**src/rtl/pbuf_cursor_reader.sv**
```systemverilog
module pbuf_cursor_reader #(
  parameter int ADDR_W = 12,
  parameter int DATA_W = 16,
  parameter int PAGE_BYTES = 2048,
  parameter int CHUNK_LEN = 16,
  parameter int CHUNK_STRIDE = 32,
  parameter logic [ADDR_W-1:0] MAIN_BASE = 12'h100,
  parameter logic [ADDR_W-1:0] SPARE_BASE = 12'hC00,
  parameter logic [ADDR_W-1:0] LAST_ADDR = 12'hC6F
) (
  input  logic              clk,
  input  logic              rst_n,
  input  logic              wide_bus,
  input  logic              split_spare,
  input  logic              cmd_valid,
  input  logic [1:0]        cmd_kind,
  input  logic              rd_req,
  output logic              rd_ready,
  output logic              ram_en,
  output logic [ADDR_W-2:0] ram_addr,
  input  logic [DATA_W-1:0] ram_rdata,
  output logic              out_valid,
  output logic [DATA_W-1:0] out_data,
  output logic              out_err,
  output logic [ADDR_W-1:0] cursor
);
  localparam int HALF_W = DATA_W / 2;
  localparam int LOW_W = $clog2(CHUNK_STRIDE);
  localparam logic [ADDR_W-1:0] STEP = ADDR_W'(DATA_W / 8);
  localparam logic [ADDR_W-1:0] MAIN_END = ADDR_W'(MAIN_BASE + PAGE_BYTES);
  localparam logic [ADDR_W-1:0] HALF_PAGE = ADDR_W'(MAIN_BASE + PAGE_BYTES / 2);
  localparam logic [ADDR_W-1:0] GAP = ADDR_W'(CHUNK_STRIDE - CHUNK_LEN);
  localparam logic [LOW_W-1:0] CHUNK_END = LOW_W'(CHUNK_LEN);

  logic pend, phase, sel_hi, p_wide, p_err;
  logic [ADDR_W-1:0] inc, nxt, start;

  assign rd_ready = ~pend;
  wire rd_fire = rd_req & ~pend & ~cmd_valid;
  wire over = cursor > LAST_ADDR;
  assign ram_en = rd_fire & ~over;
  assign ram_addr = cursor[ADDR_W-1:1];
  assign inc = cursor + STEP;

  always_comb begin
    nxt = inc;
    if (split_spare) begin
      if (inc == MAIN_END) nxt = SPARE_BASE;
      else if (inc > SPARE_BASE && inc[LOW_W-1:0] == CHUNK_END) nxt = inc + GAP;
    end
  end

  always_comb begin
    case (cmd_kind)
      2'd1:    start = SPARE_BASE;
      2'd2:    start = HALF_PAGE;
      2'd3:    start = '0;
      default: start = MAIN_BASE;
    endcase
  end

  always_ff @(posedge clk) begin
    if (!rst_n) begin
      cursor <= MAIN_BASE;
      phase <= 1'b0;
      pend <= 1'b0;
      sel_hi <= 1'b0;
      p_wide <= 1'b0;
      p_err <= 1'b0;
      out_valid <= 1'b0;
      out_data <= '0;
      out_err <= 1'b0;
    end else begin
      out_valid <= pend;
      pend <= rd_fire;
      if (pend) begin
        out_err <= p_err;
        if (p_err) out_data <= '0;
        else if (p_wide) out_data <= ram_rdata;
        else out_data <= {{HALF_W{1'b0}}, sel_hi ? ram_rdata[DATA_W-1:HALF_W] : ram_rdata[HALF_W-1:0]};
      end else begin
        out_err <= 1'b0;
      end
      if (cmd_valid) begin
        cursor <= start;
        phase <= 1'b0;
      end else if (rd_fire) begin
        p_err <= over;
        p_wide <= wide_bus;
        sel_hi <= phase & ~wide_bus;
        if (over) phase <= 1'b0;
        else if (wide_bus || phase) begin
          cursor <= nxt;
          phase <= 1'b0;
        end else phase <= 1'b1;
      end
    end
  end


  item_due_chk: assert property (@(posedge clk) disable iff (!rst_n)
    rd_req && rd_ready && !cmd_valid |=> !out_valid ##1 out_valid);

  one_pulse_chk: assert property (@(posedge clk) disable iff (!rst_n)
    out_valid |=> !out_valid);

  err_zero_chk: assert property (@(posedge clk) disable iff (!rst_n)
    out_err |-> out_valid && out_data == '0);

  over_hold_chk: assert property (@(posedge clk) disable iff (!rst_n)
    rd_req && rd_ready && !cmd_valid && cursor > LAST_ADDR |=> cursor == $past(cursor));

  ram_item_chk: assert property (@(posedge clk) disable iff (!rst_n)
    ram_en |=> ##1 out_valid && !out_err);

  status_load_chk: assert property (@(posedge clk) disable iff (!rst_n)
    cmd_valid && cmd_kind == 2'd3 |=> cursor == '0);
endmodule

```
**config.mk**
```make
export PLATFORM = sky130hd
export DESIGN_NAME = pbuf_cursor_reader
export DESIGN_NICKNAME = d
export VERILOG_FILES = /design/src/rtl/pbuf_cursor_reader.sv
export SDC_FILE = /design/constraint.sdc
export NUM_CORES = 1
export LEC_CHECK = 0
export BUFFER_PORTS_ARGS = -buffer_cell sky130_fd_sc_hd__buf_4
export CORE_MARGIN = 2
export CORE_UTILIZATION = 45
export DETAILED_ROUTE_END_ITERATION = 16
export PLACE_DENSITY = 0.75
export SLEW_MARGIN = 40
export SYNTH_ARGS = -nofsm -noshare
export SYNTH_HDL_FRONTEND = slang
export SYNTH_SLANG_ARGS = --single-unit
```
**constraint.sdc**
```tcl
create_clock -name clk -period 5.8 [get_ports clk]
set_input_delay 0.29 -clock clk [delete_from_list [all_inputs] [get_ports clk]]
set_output_delay 0.29 -clock clk [all_outputs]
set_load 0.005 [all_outputs]
```
==> flow_summary.toml, run 1 <==
[timing]
setup_viol = 0
drv_slew = 0
period_share = 0.459
fmax_mhz = 376
rsz0062_at_grt = "no"
fin_setup_tns_ns = 0
worst_pin_slew_ns = 0.555
fin_crit_ns = 2.66
hold_viol = 0
relSlewSlack = 0.627
worst_clock_skew_ns = 0.0109

[cts]
h-tree-depth = 2
postCtsSetupBuffers = 0
cts_tree = "done"
clock-sinks = 34
path_clk_slew_ns = 0.06
clk_path_buf_depth = 2
root_buffer = "clkbuf_8"
clk_latency_ns = 0.29
ctsResizeCount = 0
cts-buffers-inserted = 5
cts_hold_buf = 0

[drt]
m1WireLength_mm = 2.33
met2_length_mm = 2.29
wl_mm = 5.13
dr.first_iter.drc_count = 154
viasPerCell = 5.31
wire_per_inst_um = 13.8
postRouteAntennaNets = 0
remaining_drc_errors = 0
via_count = 1980
top_layer_used = "met4"
drt_first_pass_iters = 4
wl_met3_um = 431

[power_and_ir_drop]
p_leak_nw = 1.07
switching_share = 0.250
irDropWorstVdd_uv = 88.8
switchingPower_w = 0.000123
p_seq_frac = 0.503
p_per_area_nw_per_um2 = 183
power_frac_comb = 0.131
p_int_w = 0.000368
clkPwrFrac = 0.366

[worst_setup_path]
worst_path_largest_cell_delay_ns = 0.52
crit_chain = "ha_1 > nand3_4 > xnor2_1 > inv_1 > ha_1 > nand3_1 > nor3_4 > nand4_2 > a41oi_1 > mux2i_1"
crit_path_start_kind = "flop"
crit_type = "flop to flop"
crit_path_frequent_cell = "ha_1"
crit_required_ns = 5.95
slowest_stage = "dfxtp_1"
crit_arrival_ns = 2.81
worstPathMaxFanout = 8
crit_path_end_kind = "flop"

[logic_synthesis]
synth_cells = 262
synth_area_leader_cell = "dfxtp_1"
async_reset_ff_frac = 0
synth-edff-count = 0
avgSynthCellArea_um2 = 8.41
synth_top_area_frac = 0.309
ys_top_cells_by_area = "dfxtp_1, mux2i_1, buf_4"
synth-seq-area-share = 0.309
yosysWarnings = 0
syn_area_um2 = 2200
ys_ff_latch = 34
synth.distinct_cells = 62
synth_ff_type = "dfxtp_1"
syn_nets = 292

[final_layout]
layout_commonest_cell = "buf_4"
utilization = 0.568
drive_above_1_share = 0.291
fill_cells = 441
syn_to_final_growth_pct = 21.9
insertedDiodeCount = 0
most-common-layout-cells = "buf_4, dfxtp_1, nand2_1"
multiInputGateArea_um2 = 1300
regArea_um2 = 681
fin_nets = 335

[global_routing]
grt_pass1_wl_mm = 7.96
gr-usage-all-layers = 0.188
grt_pass1_vias = 1698
antenna_found_initial = 0
grt_max_degree = 33
gr-total-overflow = 0

[placed_design]
port_buffers = 65
globalplace.congestion = 0.831
dpl.hpwl_mm = 3.89

[die]
start_util = 0.466
fp.dieH_um = 74.0
pin_count = 67
placementRows = 25
core-area_um2 = 4720
die_w_um = 74.0
dieArea_um2 = 5470

[min_path]
hold_class = "input pin to flop"

[status]
outcome = "complete, no violations"

[run]
cap_violations = 0
==> logic make-up after synthesis <==
| kind of cell | count (synthesis) | synth area share |
|---|---|---|
| AOI/OAI and AO/OA | 58 | 0.190 |
| xor gates and xnor gates | 11 | 0.0506 |
| adders and majority gates | 6 | 0.0341 |
| buffers and inverters | 39 | 0.101 |
| DFF | 34 | 0.309 |
| muxes | 11 | 0.0500 |
| other | 1 | 0.00170 |
| and+or+nand+nor | 102 | 0.264 |
==> state kept, by name, indices dropped and copies added (netlist names) <==
| signal | flops |
|---|---|
| p_wide | 1 |
| pend | 1 |
| out_data | 16 |
| out_valid | 1 |
| p_err | 1 |
| phase | 1 |
| sel_hi | 1 |
| out_err | 1 |
| cursor | 11 |
==> critical path, delay by kind of cell, from the launching register on <==
family	cells	cell delay [ns]
buffers and inverters	1	0.09
AND/OR/NAND/NOR	4	0.76
multiplexers	1	0.10
XOR/XNOR	1	0.20
AO/OA/AOI/OAI	1	0.29
flip-flops	1	0.52
adder cells (fa/ha/maj)	2	0.57
==> path summary, 6_finish.rpt <==
kind | start | end | slack (ns) | depth (start not counted)
max | cursor[1]$_SDFFE_PN0P_ | cursor[3]$_SDFFE_PN0P_ | 3.14 | 10
min | wide_bus | p_wide$_SDFFE_PN0P_ | 0.29 | 3
max reg2reg | cursor[1]$_SDFFE_PN0P_ | cursor[3]$_SDFFE_PN0P_ | 3.14 | 10
min reg2reg | out_data[15]$_SDFFE_PN0P_ | out_data[15]$_SDFFE_PN0P_ | 0.47 | 2
==> power by group through the flow <==
| stage | logic, W | registers [W] | clock network [W] |
|---|---|---|---|
| 6_report | 0.0000642 | 0.000247 | 0.000180 |
| 5_1_grt | 0.0000708 | 0.000247 | 0.000189 |
| 4_1_cts | 0.0000646 | 0.000246 | 0.000185 |
| 3_5_place_dp | 0.0000644 | 0.000252 | 0 |
| 3_3_place_gp | 0.0000642 | 0.000252 | 0 |
| 2_1_floorplan | 0.0000398 | 0.000249 | 0 |
==> through the flow <==
stage / cells / area (um^2) / worst slack, ns / hold WS (ns) / total power, W
finish: 373 / 2680 / 3.14 / 0.290 / 0.000490
global route: 373 / 2680 / 2.91 / 0.302 / 0.000507
CTS: 373 / 2680 / 3.14 / 0.284 / 0.000496
detailed placement: 365 / 2590 / 3.13 / 0.463 / 0.000316
global placement: 365 / 2590 / 3.26 / 0.460 / 0.000316
floorplan: 262 / 2200 / 3.53 / 0.435 / 0.000288
==> synth_stat cells (all sizes together), types with 5 or more instances <==
library cell / number
nand2: 26
o21ai: 10
nand3: 13
a21oi: 12
dfxtp: 34
nor2: 22
ha: 6
nand4: 5
mux2i: 11
nor2b: 13
inv: 9
clkbuf: 10
buf: 19
a21boi: 12
nor3: 6
xnor2: 9
==> metal layers <==
metal / vias to the layer above / track usage
met3: 10 / 0.0461
met1: 899 / 0.254
met4: 0 / 0.0768
met5: - / 0
met2: 84 / 0.288
li1: 987 / -
==> layout make-up <==
cell class	instances	share of cell area
clock buffer	7	0.0322
clock inverter	1	0.00186
inverter	10	0.0140
multi-input combinational	189	0.485
sequential	34	0.254
tap	67	0.0312
timing repair buffer	65	0.182
No activity file was read; power rests on OpenSTA's default activity.
==> run 2: changes to the inputs <==
clock period = 2.6 ns   (was 5.8 ns; I/O delays follow)
==> flow_summary.toml, run 2 (same netlist as run 1, synthesis figures left out) <==
[status]
outcome = "complete, no violations"

[die]
core-area_um2 = 4720
die_w_um = 74.0
placementRows = 25
start_util = 0.466
dieArea_um2 = 5470
pin_count = 67
fp.dieH_um = 74.0

[timing]
relSlewSlack = 0.622
hold_viol = 0
setup_viol = 0
fmax_mhz = 410
worst_pin_slew_ns = 0.566
fin_crit_ns = 2.44
drv_slew = 0
worst_clock_skew_ns = 0.0139
fin_setup_tns_ns = 0
period_share = 0.938
timing.hold.ws_ns = 0.138

[min_path]
hold_class = "input pin to flop"
min_to = "out_data[9]$_SDFFE_PN0P_"
min_from = "ram_rdata[9]"
hold_depth = 3

[worst_setup_path]
crit_arrival_ns = 2.60
reg2reg_from = "cursor[3]$_SDFFE_PN0P_"
crit_type = "flop to flop"
r2r-end = "cursor[7]$_SDFFE_PN0P_"
crit_required_ns = 2.76
r2r_cells = 8
worstPathMaxFanout = 11
crit_path_start_kind = "flop"
crit_path_end_kind = "flop"
reg2reg_slack_ns = 0.16

[drt]
dr.first_iter.drc_count = 109
via_count = 1995
wl_mm = 5.28
wire_per_inst_um = 13.9
remaining_drc_errors = 0
postRouteAntennaNets = 0
viasPerCell = 5.25
drt_first_pass_iters = 4

[global_routing]
grt_pass1_vias = 1823
grt_pass1_wl_mm = 8.55
gr-total-overflow = 0
antenna_found_initial = 0
gr-usage-all-layers = 0.203
grt_max_degree = 33

[power_and_ir_drop]
p_seq_frac = 0.498
p_int_w = 0.000823
switching_share = 0.252
power_w = 0.00110
p_leak_nw = 1.10
switchingPower_w = 0.000277
power_frac_comb = 0.137
p_per_area_nw_per_um2 = 399
irDropWorstVdd_uv = 201
clkPwrFrac = 0.365

[placed_design]
port_buffers = 65
dpl.hpwl_mm = 3.91
globalplace.congestion = 0.862

[run]
cap_violations = 0

[final_layout]
fill_cells = 462
insertedDiodeCount = 0
regMostFlops = "out_data"
most-common-layout-cells = "buf_4, dfxtp_1, nand2_1"
layout_commonest_cell = "buf_4"
fin_nets = 342
multiInputGateArea_um2 = 1320
syn_to_final_growth_pct = 25.1
largest_reg_flops = 16
top_regs = "out_data (16), cursor (11)"
regArea_um2 = 682
drive_above_1_share = 0.307

[cts]
root_buffer = "clkbuf_8"
cts_tree = "done"
h-tree-depth = 2
clk_latency_ns = 0.29
cts_hold_buf = 0
clk_path_buf_depth = 2
path_clk_slew_ns = 0.08
clock-sinks = 34
cts-buffers-inserted = 5
## run 2: power groups by stage
stage / sequential [W] / clock [W] / combinational [W]
after floorplan: 0.000554 / 0 / 0.0000888
after detailed placement: 0.000560 / 0 / 0.000148
final: 0.000548 / 0.000401 / 0.000151
after global placement: 0.000560 / 0 / 0.000147
after CTS: 0.000549 / 0.000412 / 0.000149
after global routing: 0.000551 / 0.000440 / 0.000166
## run 2: critical path, stage by stage, from the launching register on
cell and delay (ns):
dfxtp_1 0.63, nand2_1 0.12, xor2_1 0.31, ha_1 0.22, nand3_1 0.11, nor3_4 0.32
nand4_4 0.20, a41oi_1 0.28, o22ai_1 0.11
## run 2: stage by stage
stage / setup WS (ns) / area, um^2 / instances / utilization
finish: 0.161 / 2760 / 380 / 0.583
detailed placement: 0.190 / 2640 / 372 / 0.559
CTS: 0.158 / 2730 / 380 / 0.579
floorplan: 0.332 / 2200 / 262 / -
global placement: 0.322 / 2640 / 372 / 0.559
global route: -0.00352 / 2760 / 380 / 0.583
## run 2: timing repair
action,4_1_cts,5_1_grt
buffers inserted,0,0
gates resized for setup,0,3
endpoints found under the setup margin,0,5
## run 2: cell type report
type	instances	area share
inverter	10	0.0136
multi-input combinational	189	0.479
sequential	34	0.248
tap	67	0.0304
clock buffer	7	0.0313
clock inverter	1	0.00182
timing repair buffer	72	0.196
## run 2: how the worst max path moves through the flow
stage,from,end,slack (ns),depth (start not counted)
global route,cursor[3]$_SDFFE_PN0P_,cursor[7]$_SDFFE_PN0P_,-0.004,9
global placement,cursor[3]$_SDFFE_PN0P_,cursor[3]$_SDFFE_PN0P_,0.32,8
CTS,cursor[3]$_SDFFE_PN0P_,cursor[7]$_SDFFE_PN0P_,0.16,8
floorplan,cursor[2]$_SDFFE_PN0P_,cursor[5]$_SDFFE_PN0P_,0.33,11
detailed placement,cursor[3]$_SDFFE_PN0P_,cursor[7]$_SDFFE_PN0P_,0.19,8
finish,cursor[3]$_SDFFE_PN0P_,cursor[7]$_SDFFE_PN0P_,0.16,8
## run 2: layer usage
metal,GRT usage,share of wire,vias up
met3,0.0528,0.084,9
li1,-,-,1000
met4,0.0889,0.017,0
met2,0.317,0.46,80
met1,0.266,0.44,906
met5,0,0,-
